`src/rtl/rsfix_pkg.sv`:
```
package rsfix_pkg;

  // Width of one Reed-Solomon code symbol
  localparam int SYM_W = 12;

  typedef enum logic [2:0] {
    ST_IDLE,
    ST_CHECK,
    ST_READ,
    ST_WRITE,
    ST_DONE
  } fix_state_t;

  // Strobes from the controller to the datapath
  typedef struct packed {
    logic load;     // capture request inputs
    logic advance;  // move to the next entry
    logic selHi;    // second byte of the current symbol
    logic rdStb;    // read cycle
    logic wrStb;    // write-back cycle
    logic finish;   // latch results
    logic finFail;  // result is a failure
  } rsfix_ctl_t;

endpackage

```
`src/rtl/rsfix_ctrl.sv`:
```
module rsfix_ctrl
  import rsfix_pkg::*;
(
  input  logic       clk,
  input  logic       rst_n,
  input  logic       start,
  input  logic       countBad,
  input  logic       countZero,
  input  logic       entryBad,
  input  logic       twoBytes,
  input  logic       lastEntry,
  output rsfix_ctl_t ctl,
  output logic       done
);

  fix_state_t state, nxtState;
  logic       hiReg, nxtHi;

  always_ff @(posedge clk) begin
    if (!rst_n) begin
      state <= ST_IDLE;
      hiReg <= 1'b0;
    end else begin
      state <= nxtState;
      hiReg <= nxtHi;
    end
  end

  always_comb begin
    ctl       = '0;
    ctl.selHi = hiReg;
    nxtState  = state;
    nxtHi     = hiReg;
    unique case (state)
      ST_IDLE: begin
        if (start) begin
          ctl.load = 1'b1;
          nxtState = ST_CHECK;
        end
      end
      ST_CHECK: begin
        if (countBad) begin
          ctl.finish  = 1'b1;
          ctl.finFail = 1'b1;
          nxtState    = ST_DONE;
        end else if (countZero) begin
          ctl.finish = 1'b1;
          nxtState   = ST_DONE;
        end else if (entryBad) begin
          ctl.finish  = 1'b1;
          ctl.finFail = 1'b1;
          nxtState    = ST_DONE;
        end else begin
          nxtHi    = 1'b0;
          nxtState = ST_READ;
        end
      end
      ST_READ: begin
        ctl.rdStb = 1'b1;
        nxtState  = ST_WRITE;
      end
      ST_WRITE: begin
        ctl.wrStb = 1'b1;
        if (twoBytes && !hiReg) begin
          nxtHi    = 1'b1;
          nxtState = ST_READ;
        end else if (lastEntry) begin
          ctl.finish = 1'b1;
          nxtState   = ST_DONE;
        end else begin
          ctl.advance = 1'b1;
          nxtState    = ST_CHECK;
        end
      end
      ST_DONE: nxtState = ST_IDLE;
      default: nxtState = ST_IDLE;
    endcase
  end

  assign done = (state == ST_DONE);

  // completion is a single-cycle pulse
  a_r10_done_pulse: assert property (@(posedge clk) disable iff (!rst_n)
    done |=> !done);

  // every write-back directly follows a read
  a_r9_write_after_read: assert property (@(posedge clk) disable iff (!rst_n)
    ctl.wrStb |-> $past(ctl.rdStb));

  // a read is always followed by its write-back
  a_r9_read_then_write: assert property (@(posedge clk) disable iff (!rst_n)
    ctl.rdStb |=> ctl.wrStb);

endmodule

```
`src/rtl/rsfix_datapath.sv`:
```
module rsfix_datapath
  import rsfix_pkg::*;
#(
  parameter  int DATA_BYTES  = 2048,
  parameter  int SPARE_BYTES = 64,
  parameter  int MAX_ERR     = 4,
  parameter  int POS_W       = 11,
  parameter  int MAX_POS     = 1374,
  localparam int TOTAL_BYTES = DATA_BYTES + SPARE_BYTES,
  localparam int ADDR_W      = $clog2(TOTAL_BYTES),
  localparam int CNT_W       = $clog2(MAX_ERR + 1)
) (
  input  logic                     clk,
  input  logic                     rst_n,
  input  rsfix_ctl_t               ctl,
  input  logic [CNT_W-1:0]         errCount,
  input  logic [MAX_ERR*POS_W-1:0] errPos,
  input  logic [MAX_ERR*SYM_W-1:0] errPat,
  input  logic [7:0]               ramRdata,
  output logic [ADDR_W-1:0]        ramAddr,
  output logic [7:0]               ramWdata,
  output logic                     countBad,
  output logic                     countZero,
  output logic                     entryBad,
  output logic                     twoBytes,
  output logic                     lastEntry,
  output logic                     resFail,
  output logic [CNT_W-1:0]         resCount
);

  localparam int WIDE_W = (POS_W + 2 > ADDR_W) ? POS_W + 2 : ADDR_W;
  localparam logic [POS_W-1:0]  MAX_POS_V = POS_W'(MAX_POS);
  localparam logic [CNT_W-1:0]  MAX_ERR_V = CNT_W'(MAX_ERR);
  localparam logic [ADDR_W:0]   TOTAL_V   = (ADDR_W + 1)'(TOTAL_BYTES);

  logic [POS_W-1:0] posReg [MAX_ERR];
  logic [SYM_W-1:0] patReg [MAX_ERR];
  logic [CNT_W-1:0] cntReg;
  logic [CNT_W-1:0] idx;

  // Entry capture, one register pair per slot
  for (genvar g = 0; g < MAX_ERR; g++) begin : g_slot
    always_ff @(posedge clk) begin
      if (!rst_n) begin
        posReg[g] <= '0;
        patReg[g] <= '0;
      end else if (ctl.load) begin
        posReg[g] <= errPos[g*POS_W +: POS_W];
        patReg[g] <= errPat[g*SYM_W +: SYM_W];
      end
    end
  end

  always_ff @(posedge clk) begin
    if (!rst_n) begin
      cntReg <= '0;
      idx    <= '0;
    end else if (ctl.load) begin
      cntReg <= errCount;
      idx    <= '0;
    end else if (ctl.advance) begin
      idx    <= idx + CNT_W'(1);
    end
  end

  // Current entry select
  logic [POS_W-1:0] curPos;
  logic [SYM_W-1:0] curPat;
  always_comb begin
    curPos = '0;
    curPat = '0;
    for (int k = 0; k < MAX_ERR; k++) begin
      if (idx == CNT_W'(k)) begin
        curPos = posReg[k];
        curPat = patReg[k];
      end
    end
  end

  // Symbol position to byte addresses and nibble masks
  logic [ADDR_W-1:0] halfA, loAddr, hiAddr;
  logic [7:0]        loMask, hiMask;
  always_comb begin
    halfA = ADDR_W'((WIDE_W'(curPos) * WIDE_W'(3)) >> 1);
    if (curPos == '0) begin
      loAddr = '0;
      loMask = curPat[7:0];
      hiAddr = '0;
      hiMask = '0;
    end else if (curPos[0]) begin
      loAddr = halfA;
      loMask = curPat[11:4];
      hiAddr = halfA + ADDR_W'(1);
      hiMask = {curPat[3:0], 4'h0};
    end else begin
      loAddr = halfA - ADDR_W'(1);
      loMask = {4'h0, curPat[11:8]};
      hiAddr = halfA;
      hiMask = curPat[7:0];
    end
  end

  assign ramAddr   = ctl.selHi ? hiAddr : loAddr;
  assign ramWdata  = ramRdata ^ (ctl.selHi ? hiMask : loMask);

  assign countBad  = (cntReg > MAX_ERR_V);
  assign countZero = (cntReg == '0);
  assign entryBad  = (curPos > MAX_POS_V) ||
                     ((curPos == '0) && (curPat[11:8] != 4'h0));
  assign twoBytes  = (curPos != '0);
  assign lastEntry = (idx == cntReg - CNT_W'(1));

  // Result registers
  always_ff @(posedge clk) begin
    if (!rst_n) begin
      resFail  <= 1'b0;
      resCount <= '0;
    end else if (ctl.load) begin
      resFail  <= 1'b0;
      resCount <= '0;
    end else if (ctl.finish) begin
      resFail  <= ctl.finFail;
      resCount <= ctl.finFail ? '0 : cntReg;
    end
  end

  // no read is issued for a rejected entry or count
  a_r6_no_access_when_bad: assert property (@(posedge clk) disable iff (!rst_n)
    ctl.rdStb |-> (!entryBad && !countBad && !countZero));

  // every access lies inside the page
  a_r5_addr_in_page: assert property (@(posedge clk) disable iff (!rst_n)
    (ctl.rdStb || ctl.wrStb) |-> ({1'b0, ramAddr} < TOTAL_V));

  // the entry index never passes the captured count
  a_r7_index_bound: assert property (@(posedge clk) disable iff (!rst_n)
    ctl.rdStb |-> (idx < cntReg));

endmodule

```
`src/rtl/rs_symbol_fixer.sv`:
```
module rs_symbol_fixer
  import rsfix_pkg::*;
#(
  parameter  int DATA_BYTES  = 2048,
  parameter  int SPARE_BYTES = 64,
  parameter  int MAX_ERR     = 4,
  parameter  int POS_W       = 11,
  parameter  int MAX_POS     = 1374,
  localparam int TOTAL_BYTES = DATA_BYTES + SPARE_BYTES,
  localparam int ADDR_W      = $clog2(TOTAL_BYTES),
  localparam int CNT_W       = $clog2(MAX_ERR + 1)
) (
  input  logic                     clk,
  input  logic                     rst_n,
  input  logic                     start,
  input  logic [CNT_W-1:0]         errCount,
  input  logic [MAX_ERR*POS_W-1:0] errPos,
  input  logic [MAX_ERR*SYM_W-1:0] errPat,
  output logic                     ramEn,
  output logic                     ramWe,
  output logic [ADDR_W-1:0]        ramAddr,
  output logic [7:0]               ramWdata,
  input  logic [7:0]               ramRdata,
  output logic                     done,
  output logic                     fail,
  output logic [CNT_W-1:0]         corrCount
);

  rsfix_ctl_t ctl;
  logic countBad, countZero, entryBad, twoBytes, lastEntry;

  rsfix_ctrl ctrl_i (
    .clk       (clk),
    .rst_n     (rst_n),
    .start     (start),
    .countBad  (countBad),
    .countZero (countZero),
    .entryBad  (entryBad),
    .twoBytes  (twoBytes),
    .lastEntry (lastEntry),
    .ctl       (ctl),
    .done      (done)
  );

  rsfix_datapath #(
    .DATA_BYTES  (DATA_BYTES),
    .SPARE_BYTES (SPARE_BYTES),
    .MAX_ERR     (MAX_ERR),
    .POS_W       (POS_W),
    .MAX_POS     (MAX_POS)
  ) dp_i (
    .clk       (clk),
    .rst_n     (rst_n),
    .ctl       (ctl),
    .errCount  (errCount),
    .errPos    (errPos),
    .errPat    (errPat),
    .ramRdata  (ramRdata),
    .ramAddr   (ramAddr),
    .ramWdata  (ramWdata),
    .countBad  (countBad),
    .countZero (countZero),
    .entryBad  (entryBad),
    .twoBytes  (twoBytes),
    .lastEntry (lastEntry),
    .resFail   (fail),
    .resCount  (corrCount)
  );

  assign ramEn = ctl.rdStb | ctl.wrStb;
  assign ramWe = ctl.wrStb;

  // write-back hits the address just read
  a_r9_same_addr: assert property (@(posedge clk) disable iff (!rst_n)
    ramWe |-> ($past(ramEn && !ramWe) && (ramAddr == $past(ramAddr))));

  // a failed request reports no corrections
  a_r10_fail_no_count: assert property (@(posedge clk) disable iff (!rst_n)
    (done && fail) |-> (corrCount == '0));

  // reported count never exceeds the correction limit
  a_r10_count_limit: assert property (@(posedge clk) disable iff (!rst_n)
    done |-> (corrCount <= CNT_W'(MAX_ERR)));

  // no RAM activity while completion is signalled
  a_r1_quiet_at_done: assert property (@(posedge clk) disable iff (!rst_n)
    done |-> !ramEn);

endmodule

```
`config.mk`:
```
export PLATFORM = sky130hd
export DESIGN_NAME = rs_symbol_fixer
export DESIGN_NICKNAME = d
export VERILOG_FILES = /design/src/rtl/rsfix_pkg.sv /design/src/rtl/rsfix_ctrl.sv /design/src/rtl/rsfix_datapath.sv /design/src/rtl/rs_symbol_fixer.sv
export SDC_FILE = /design/constraint.sdc
export NUM_CORES = 1
export LEC_CHECK = 0
export BUFFER_PORTS_ARGS = -buffer_cell sky130_fd_sc_hd__buf_4
export CAP_MARGIN = 0
export CELL_PAD_IN_SITES_DETAIL_PLACEMENT = 0
export CELL_PAD_IN_SITES_GLOBAL_PLACEMENT = 1
export CORE_AREA = 2 2 128 130
export DETAILED_ROUTE_END_ITERATION = 10
export DIE_AREA = 0 0 130 132
export PLACE_DENSITY = 0.9
export SETUP_SLACK_MARGIN = 0.3
export SLEW_MARGIN = 20
export SYNTH_ARGS = -nofsm -noshare
export SYNTH_HDL_FRONTEND = slang
export SYNTH_SLANG_ARGS = --single-unit
```
`constraint.sdc`:
```
create_clock -name clk -period 7.05 [get_ports clk]
set_input_delay 0.3525 -clock clk [delete_from_list [all_inputs] [get_ports clk]]
set_output_delay 0.3525 -clock clk [all_outputs]
set_load 0.01 [all_outputs]
```
==> results of run 1 <==
-- worst max-delay path, delay by kind of cell, from the launching register on --
| kind | cells | cell delay (ns) |
|---|---|---|
| simple gates | 5 | 0.80 |
| flops | 1 | 0.43 |
| fa+ha+maj | 4 | 1.12 |
| xor+xnor | 1 | 0.16 |
| buf+inv | 5 | 0.84 |
| compound gates | 5 | 1.78 |
-- sequential cells by signal, summed over array words and instances, names as in the netlist --
signal	cells
dp_i.patReg	48
dp_i.posReg	44
ctrl_i.state	3
dp_i.cntReg	3
dp_i.idx	3
dp_i.resCount	3
ctrl_i.hiReg	1
dp_i.resFail	1
-- power groups by stage --
stage               combinational, uW  clock, uW  sequential [uW]
finish                            474        479              773
detailed placement                473          0              787
CTS                               475        488              773
global placement                  470          0              786
global route                      528        511              778
floorplan                         304          0              782
-- logic make-up after synthesis --
logic type	after synthesis	share of synthesized area [%]
AND/OR/NAND/NOR	275	21.7
flip-flops	106	45.7
buffers and inverters	80	4.85
AO/OA/AOI/OAI	146	16.7
multiplexers	2	0.301
adder cells (fa/ha/maj)	30	5.64
XOR/XNOR	37	5.09
-- synth_stat cells (all sizes together), types with 3 or more instances --
library cell / number
o21ai: 30
or3: 3
a32oi: 3
inv: 31
a22o: 9
nor4: 5
nor3: 12
nand2: 66
nand3: 9
clkbuf: 43
a21o: 3
xor2: 17
nor2: 50
a2111oi: 6
o22ai: 9
nand2b: 4
a21oi: 25
nand4: 7
a211oi: 4
ha: 30
o22a: 4
nor4b: 3
dfxtp: 14
a31oi: 7
and3: 93
a22oi: 22
xnor2: 20
or2: 5
buf: 6
edfxtp: 92
nor2b: 8
and2: 3
-- cell usage in the layout, fill, tap and decap left out, types with 18 or more instances in the layout --
master / netlist / routed
nand2_1: 66 / 66
buf_4: 0 / 140
a22oi_1: 22 / 22
nor2_1: 49 / 49
edfxtp_1: 92 / 92
ha_1: 30 / 30
xnor2_1: 18 / 18
o21ai_0: 25 / 25
and3_1: 92 / 92
inv_1: 30 / 30
a21oi_1: 23 / 23
-- layout make-up --
| type | count | area, um2 |
|---|---|---|
| fill | 1450 | 7620 |
| multi-input combinational | 490 | 3320 |
| sequential | 106 | 3040 |
| timing repair buffer | 140 | 1050 |
| tap | 216 | 270 |
| clock buffer | 9 | 225 |
| inverter | 31 | 116 |
| clock inverter | 7 | 66.3 |
-- routing by layer --
layer,wire (um),track usage [%],up-vias
met5,0,0,-
met4,229,5.32,0
met3,693,2.64,16
met2,7130,28.3,168
met1,7810,28.2,2479
li1,-,-,2701
-- worst max path at each step --
stage	start	end	slack (ns)	cells past startpoint
2_1_floorplan	dp_i.idx[0]	ramAddr[11]	1.98	21
3_3_place_gp	dp_i.idx[0]	ramAddr[11]	1.80	20
3_5_place_dp	dp_i.idx[0]	ramAddr[11]	1.66	20
4_1_cts	dp_i.idx[0]	ramAddr[11]	1.26	20
5_1_grt	dp_i.idx[1]	ramAddr[10]	0.83	20
6_report	dp_i.idx[0]	ramAddr[11]	1.21	20
-- stage by stage --
step	setup WS, ns	total power, uW	util (%)	std cells
after floorplan	1.98	1090	-	676
after global placement	1.80	1260	49.7	983
after detailed placement	1.66	1260	49.7	983
after CTS	1.26	1740	51.5	999
after global routing	0.826	1820	51.5	999
final	1.21	1730	51.5	999
==> summary.txt, run 1 <==
CTS
  – CTS sink cnt: 106
  – CTS tree: built
  – Clk slew on worst S/H paths: 0.08 ns
  – Setup bufs post-CTS: 0
  – Worst-Skew Late Latency: 0.35 ns
  – Total CTS buffers: 9
  – Post-CTS sizing: 0
  – Hold_buf cts: 0
  – Max clock buf depth: 2
  – Root buf cell: clkbuf_16
  – H-tree lvl count: 3

Drt
  – Vias: 5364
  – WL/cell: 15.9 um
  – Vias per Instance: 5.37
  – 1st-iter DRT viols: 422
  – Post-route DRC: 0
  – Total wire length: 15900 um
  – DR pass1 iterations: 5
  – Final antenna-violating net count: 0

STA
  – Fin. Hold Viols: 0
  – Slew @ Worst Pin: 0.859 ns
  – Tcrit/Tclk final: 82.9%
  – Slew Limit Headroom: 42.6%
  – Hold slack: 0.255 ns
  – Slew Viols, Final: 0
  – RSZ-0062 raised after global routing: false
  – Final setup viols: 0
  – Setup tns final: 0 ns
  – Min Tclk post-route: 5.84 ns
  – Max frequency: roughly 0.17 GHz
  – Final Skew: 0.00923 ns

Cells and area
  – Fin nets: approximately 900
  – Synthesis-to-layout area growth: 21.6%
  – Post-route cell area: 8090 um2
  – Layout cells sized above 1: 23.8%
  – Number of antenna repair diodes: 0

Synth
  – Ys Warns: 0
  – Syn nets: 812
  – Ys flop type: edfxtp_1
  – Async S/R FF share, synth: 0%
  – Post-Synthesis Cell Area: 6660 um2
  – Post-synthesis sequential element count: 106
  – Synth area leaders: edfxtp_1, and3_1, ha_1
  – Number of synthesized flops with an enable pin: 92
  – Synth unique cells: 71
  – Synth top area share: 41.5%
  – Synth Area per Inst: 9.85 um2
  – Sequential share of the synthesized area: 45.7%
  – Post-synthesis cell count: 676
  – Yosys top cell by area: edfxtp_1

Setup path
  – Worst Path Max Fanout: 20
  – Req. time, crit path: 6.70 ns
  – Crit end category: output pin
  – CP arrival: 5.49 ns
  – Max stage delay on crit path: 0.75 ns
  – Number of cells on the worst reg-to-reg path: 15
  – Worst path slowest cell: a2111oi_1
  – Most frequent CP cell: ha_1
  – FF-to-FF Start: dp_i.idx[0]
  – Type of origin of the critical path: register
  – Worst reg2reg path endpoint: dp_i.resCount[2]
  – WS Path Type: register to output pin
  – Reg2reg setup slack: 3.08 ns
  – Critical-path cell list: ha_1 > ha_1 > nor2_1 > buf_4 > a32oi_2 > buf_4 > inv_2 > ha_1 > ha_1 > nor3_1 > inv_1 > a2111oi_1 > nor3_2 > a2111oi_2 > o311a_1 > nand3_1 > o32ai_2 > xor2_1 > nor2_1 > buf_4

Floorplan
  – Core area: around 16000 um2
  – Initial Util: 42.4%
  – Die Width: 130 um
  – Num rows: 46
  – IO Pins: 133
  – Chip Height: 132 um
  – Die ar.: 17200 um2

Power
  – Internal power: roughly 1200 uW
  – Max VDD drop: 0.108 mV
  – Static leakage: 0.00360 uW
  – Flop pwr share: 44.8%
  – NetSw: 518 uW
  – Logic pwr share: 27.5%
  – Clock power frac: between 20% and 30%
  – Power per cell area: 213 nW/um2
  – Sw Ratio: around 30%

Outcome
  – Status: completed

Place
  – Dpl cell area: 7800 um2
  – Post-DP HPWL: 11600 um
  – Gpl congestion: 0.881
  – I/O Buffers: 132

Global route
  – GRT Util Overall: a little under a fifth
  – Initial antenna violation count: 0
  – First-pass GRT wire length: about 26000 um
  – Vias in the first global route: 4964
  – Largest net degree at the start of global routing: 100
  – Overflow after GRT: 0

Min path
  – Hold Startpoint: errCount[2]
  – Worst Hold Path EP: dp_i.cntReg[2]
  – Worst Hold Class: primary input to register
  – Hold path depth: 3

Flow run
  – Max-cap viol count: 0
No activity file was read; power rests on OpenSTA's default activity.
==> inputs of run 2 (changes only) <==
==> constraint.sdc (replaced) <==
create_clock -name clk -period 5.7 [get_ports clk]
set_input_delay 0.285 -clock clk [delete_from_list [all_inputs] [get_ports clk]]
set_output_delay 0.285 -clock clk [all_outputs]
set_load 0.01 [all_outputs]
==> summary.txt, run 2 (same netlist as run 1, synthesis figures left out) <==
CTS
  – Clk slew on worst S/H paths: 0.08 ns (about the same)
  – Setup bufs post-CTS: 0 (unchanged)
  – CTS tree: built
  – Hold_buf cts: 0 (unchanged)
  – Worst-Skew Late Latency: 0.35 ns (about the same)
  – Max clock buf depth: 2 (unchanged)
  – Total CTS buffers: 9 (unchanged)
  – H-tree lvl count: 3 (unchanged)
  – CTS sink cnt: 106 (unchanged)
  – Root buf cell: clkbuf_16

Floorplan
  – Chip Height: 132 um (unchanged)
  – Initial Util: 42.4% (unchanged)
  – Die Width: 130 um (unchanged)
  – Core area: 15700 um2 (unchanged)
  – Die ar.: 17200 um2 (unchanged)
  – IO Pins: 133 (unchanged)
  – Num rows: 46 (unchanged)

STA
  – Final setup viols: 0 (unchanged)
  – Max frequency: 0.196 GHz
  – Fin. Hold Viols: 0 (unchanged)
  – Tcrit/Tclk final: 89.3%
  – RSZ-0062 raised after global routing: false
  – Setup tns final: 0 ns (unchanged)
  – Min Tclk post-route: 5.09 ns
  – Final Skew: 0.0123 ns (+0.00308 ns)
  – Slew Limit Headroom: 46.4% (+3.7 points)
  – Slew @ Worst Pin: 0.804 ns (-0.0550 ns)
  – Final WS setup: 0.610 ns (-0.597 ns)
  – Slew Viols, Final: 0 (unchanged)

Cells and area
  – Number of flip-flops in the largest register: 48 (unchanged)
  – Synthesis-to-layout area growth: 23.4%
  – Number of antenna repair diodes: 0 (unchanged)
  – Commonest non-fill, non-tap cell in the layout: buf_4
  – Most frequent cells in the layout: buf_4, and3_1, edfxtp_1
  – Fillers: 1466 (+1.1%)
  – Biggest register: dp_i.patReg
  – Layout cells sized above 1: 25.3% (+1.6 points)
  – Largest regs: dp_i.patReg (48), dp_i.posReg (44)
  – Fin nets: 917 (+0.33%)

Place
  – Gpl congestion: 0.900 (+2.2%)
  – I/O Buffers: 132 (unchanged)
  – Post-DP HPWL: 11900 um (+2.5%)
  – Placement Setup Slack: 0.370 ns (-1.29 ns)

Global route
  – Vias in the first global route: 4952 (-0.24%)
  – Largest net degree at the start of global routing: 99 (-1.0%)
  – First-pass GRT wire length: 25600 um (-0.37%)
  – Overflow after GRT: 0 (unchanged)
  – GRT Util Overall: 18.6% (-0.16 points)
  – Initial antenna violation count: 0 (unchanged)

Drt
  – Vias: 5269 (-1.8%)
  – 1st-iter DRT viols: 342 (-19%)
  – WL/cell: 15.9 um (+0.39%)
  – Post-route DRC: 0 (unchanged)
  – Final antenna-violating net count: 0 (unchanged)
  – Total wire length: 16000 um (+0.69%)
  – DR pass1 iterations: 4 (-1)
  – Vias per Instance: 5.26 (-2.1%)

Outcome
  – Status: completed

Power
  – Power per cell area: 263 nW/um2 (+23%)
  – Max VDD drop: 0.148 mV (+37%)
  – Total power: 2160 uW (+25%)
  – Static leakage: 0.00364 uW (+0.92%)

Setup path
  – Crit end category: output pin
  – Worst Path Max Fanout: 13 (-35%)
  – Type of origin of the critical path: register
  – WS Path Type: register to output pin
  – CP arrival: 4.80 ns (-0.69 ns)
  – Req. time, crit path: 5.41 ns (-1.29 ns)
  – Reg2reg setup slack: 1.69 ns (-1.39 ns)

Flow run
  – Max-cap viol count: 0 (unchanged)

Min path
  – Worst Hold Class: primary input to register
-- run 2: cell count changes in the layout (fill, tap and decap cells not counted), sizes merged --
| cell | delta |
|---|---|
| clkinvlp | -1 |
| inv | +2 |
| buf | +3 |
| clkinv | -1 |
-- run 2: cell type report --
class | instances | area [um2] | share of cell area (%)
clock buffers | 9 | 225 | 2.74
clock inverters | 7 | 71.3 | 0.868
well taps | 216 | 270 | 3.29
flip-flops and latches | 106 | 3040 | 37.0
multi-input cells | 490 | 3410 | 41.6
inverters | 31 | 116 | 1.42
repair buffers | 143 | 1070 | 13.1
-- run 2: timing repair --
action | 4_1_cts | 5_1_grt
gates resized for setup | 5 | 11
pin swaps | 0 | 0
setup endpoints to repair | 5 | 6
-- run 2: worst max-delay path: stages (launching register included) --
cell       delay (ns)
dfxtp_1          0.40
ha_1             0.24
ha_2             0.26
or2_4            0.30
o21ai_4          0.29
nand2_1          0.22
inv_1            0.20
ha_1             0.33
or2_2            0.19
a21oi_1          0.08
a311o_1          0.39
o31a_1           0.30
a2111oi_2        0.33
o311a_1          0.27
nand3_1          0.14
o32ai_2          0.15
xor2_1           0.16
nor2_1           0.05
buf_4            0.15
-- run 2: worst paths after layout --
path / from / to / depth (start not counted)
worst max-delay path: dp_i.idx[0] / ramAddr[11] / 18
worst min-delay path: errCount[2] / dp_i.cntReg[2] / 3
worst max register to register: dp_i.idx[0] / dp_i.resCount[0] / 15
worst min register to register: dp_i.cntReg[1] / dp_i.resCount[1] / 1
-- run 2: metrics by stage --
stage / area (um2) / util, % / std cells / hold WS (ns)
floorplan: 6660 / - / 676 / 0.442
detailed placement: 7830 / 49.8 / 986 / 0.464
global placement: 7830 / 49.8 / 986 / 0.453
CTS: 8140 / 51.8 / 1002 / 0.180
global route: 8210 / 52.3 / 1002 / 0.199
finish: 8210 / 52.3 / 1002 / 0.189
-- run 2: routing by layer --
layer,vias to the layer above,GRT usage [%],part of all wire [%]
li1,2702,-,-
met1,2427,28.5,50
met2,128,28.2,45
met3,12,2.27,4.0
met4,0,4.30,1.0
met5,-,0,0
-- run 2: where the power goes --
group          internal (uW)  switching, uW  total, uW
registers                929           27.9        957
logic                    268            330        598
clock network            309            294        602
total                   1510            651       2160
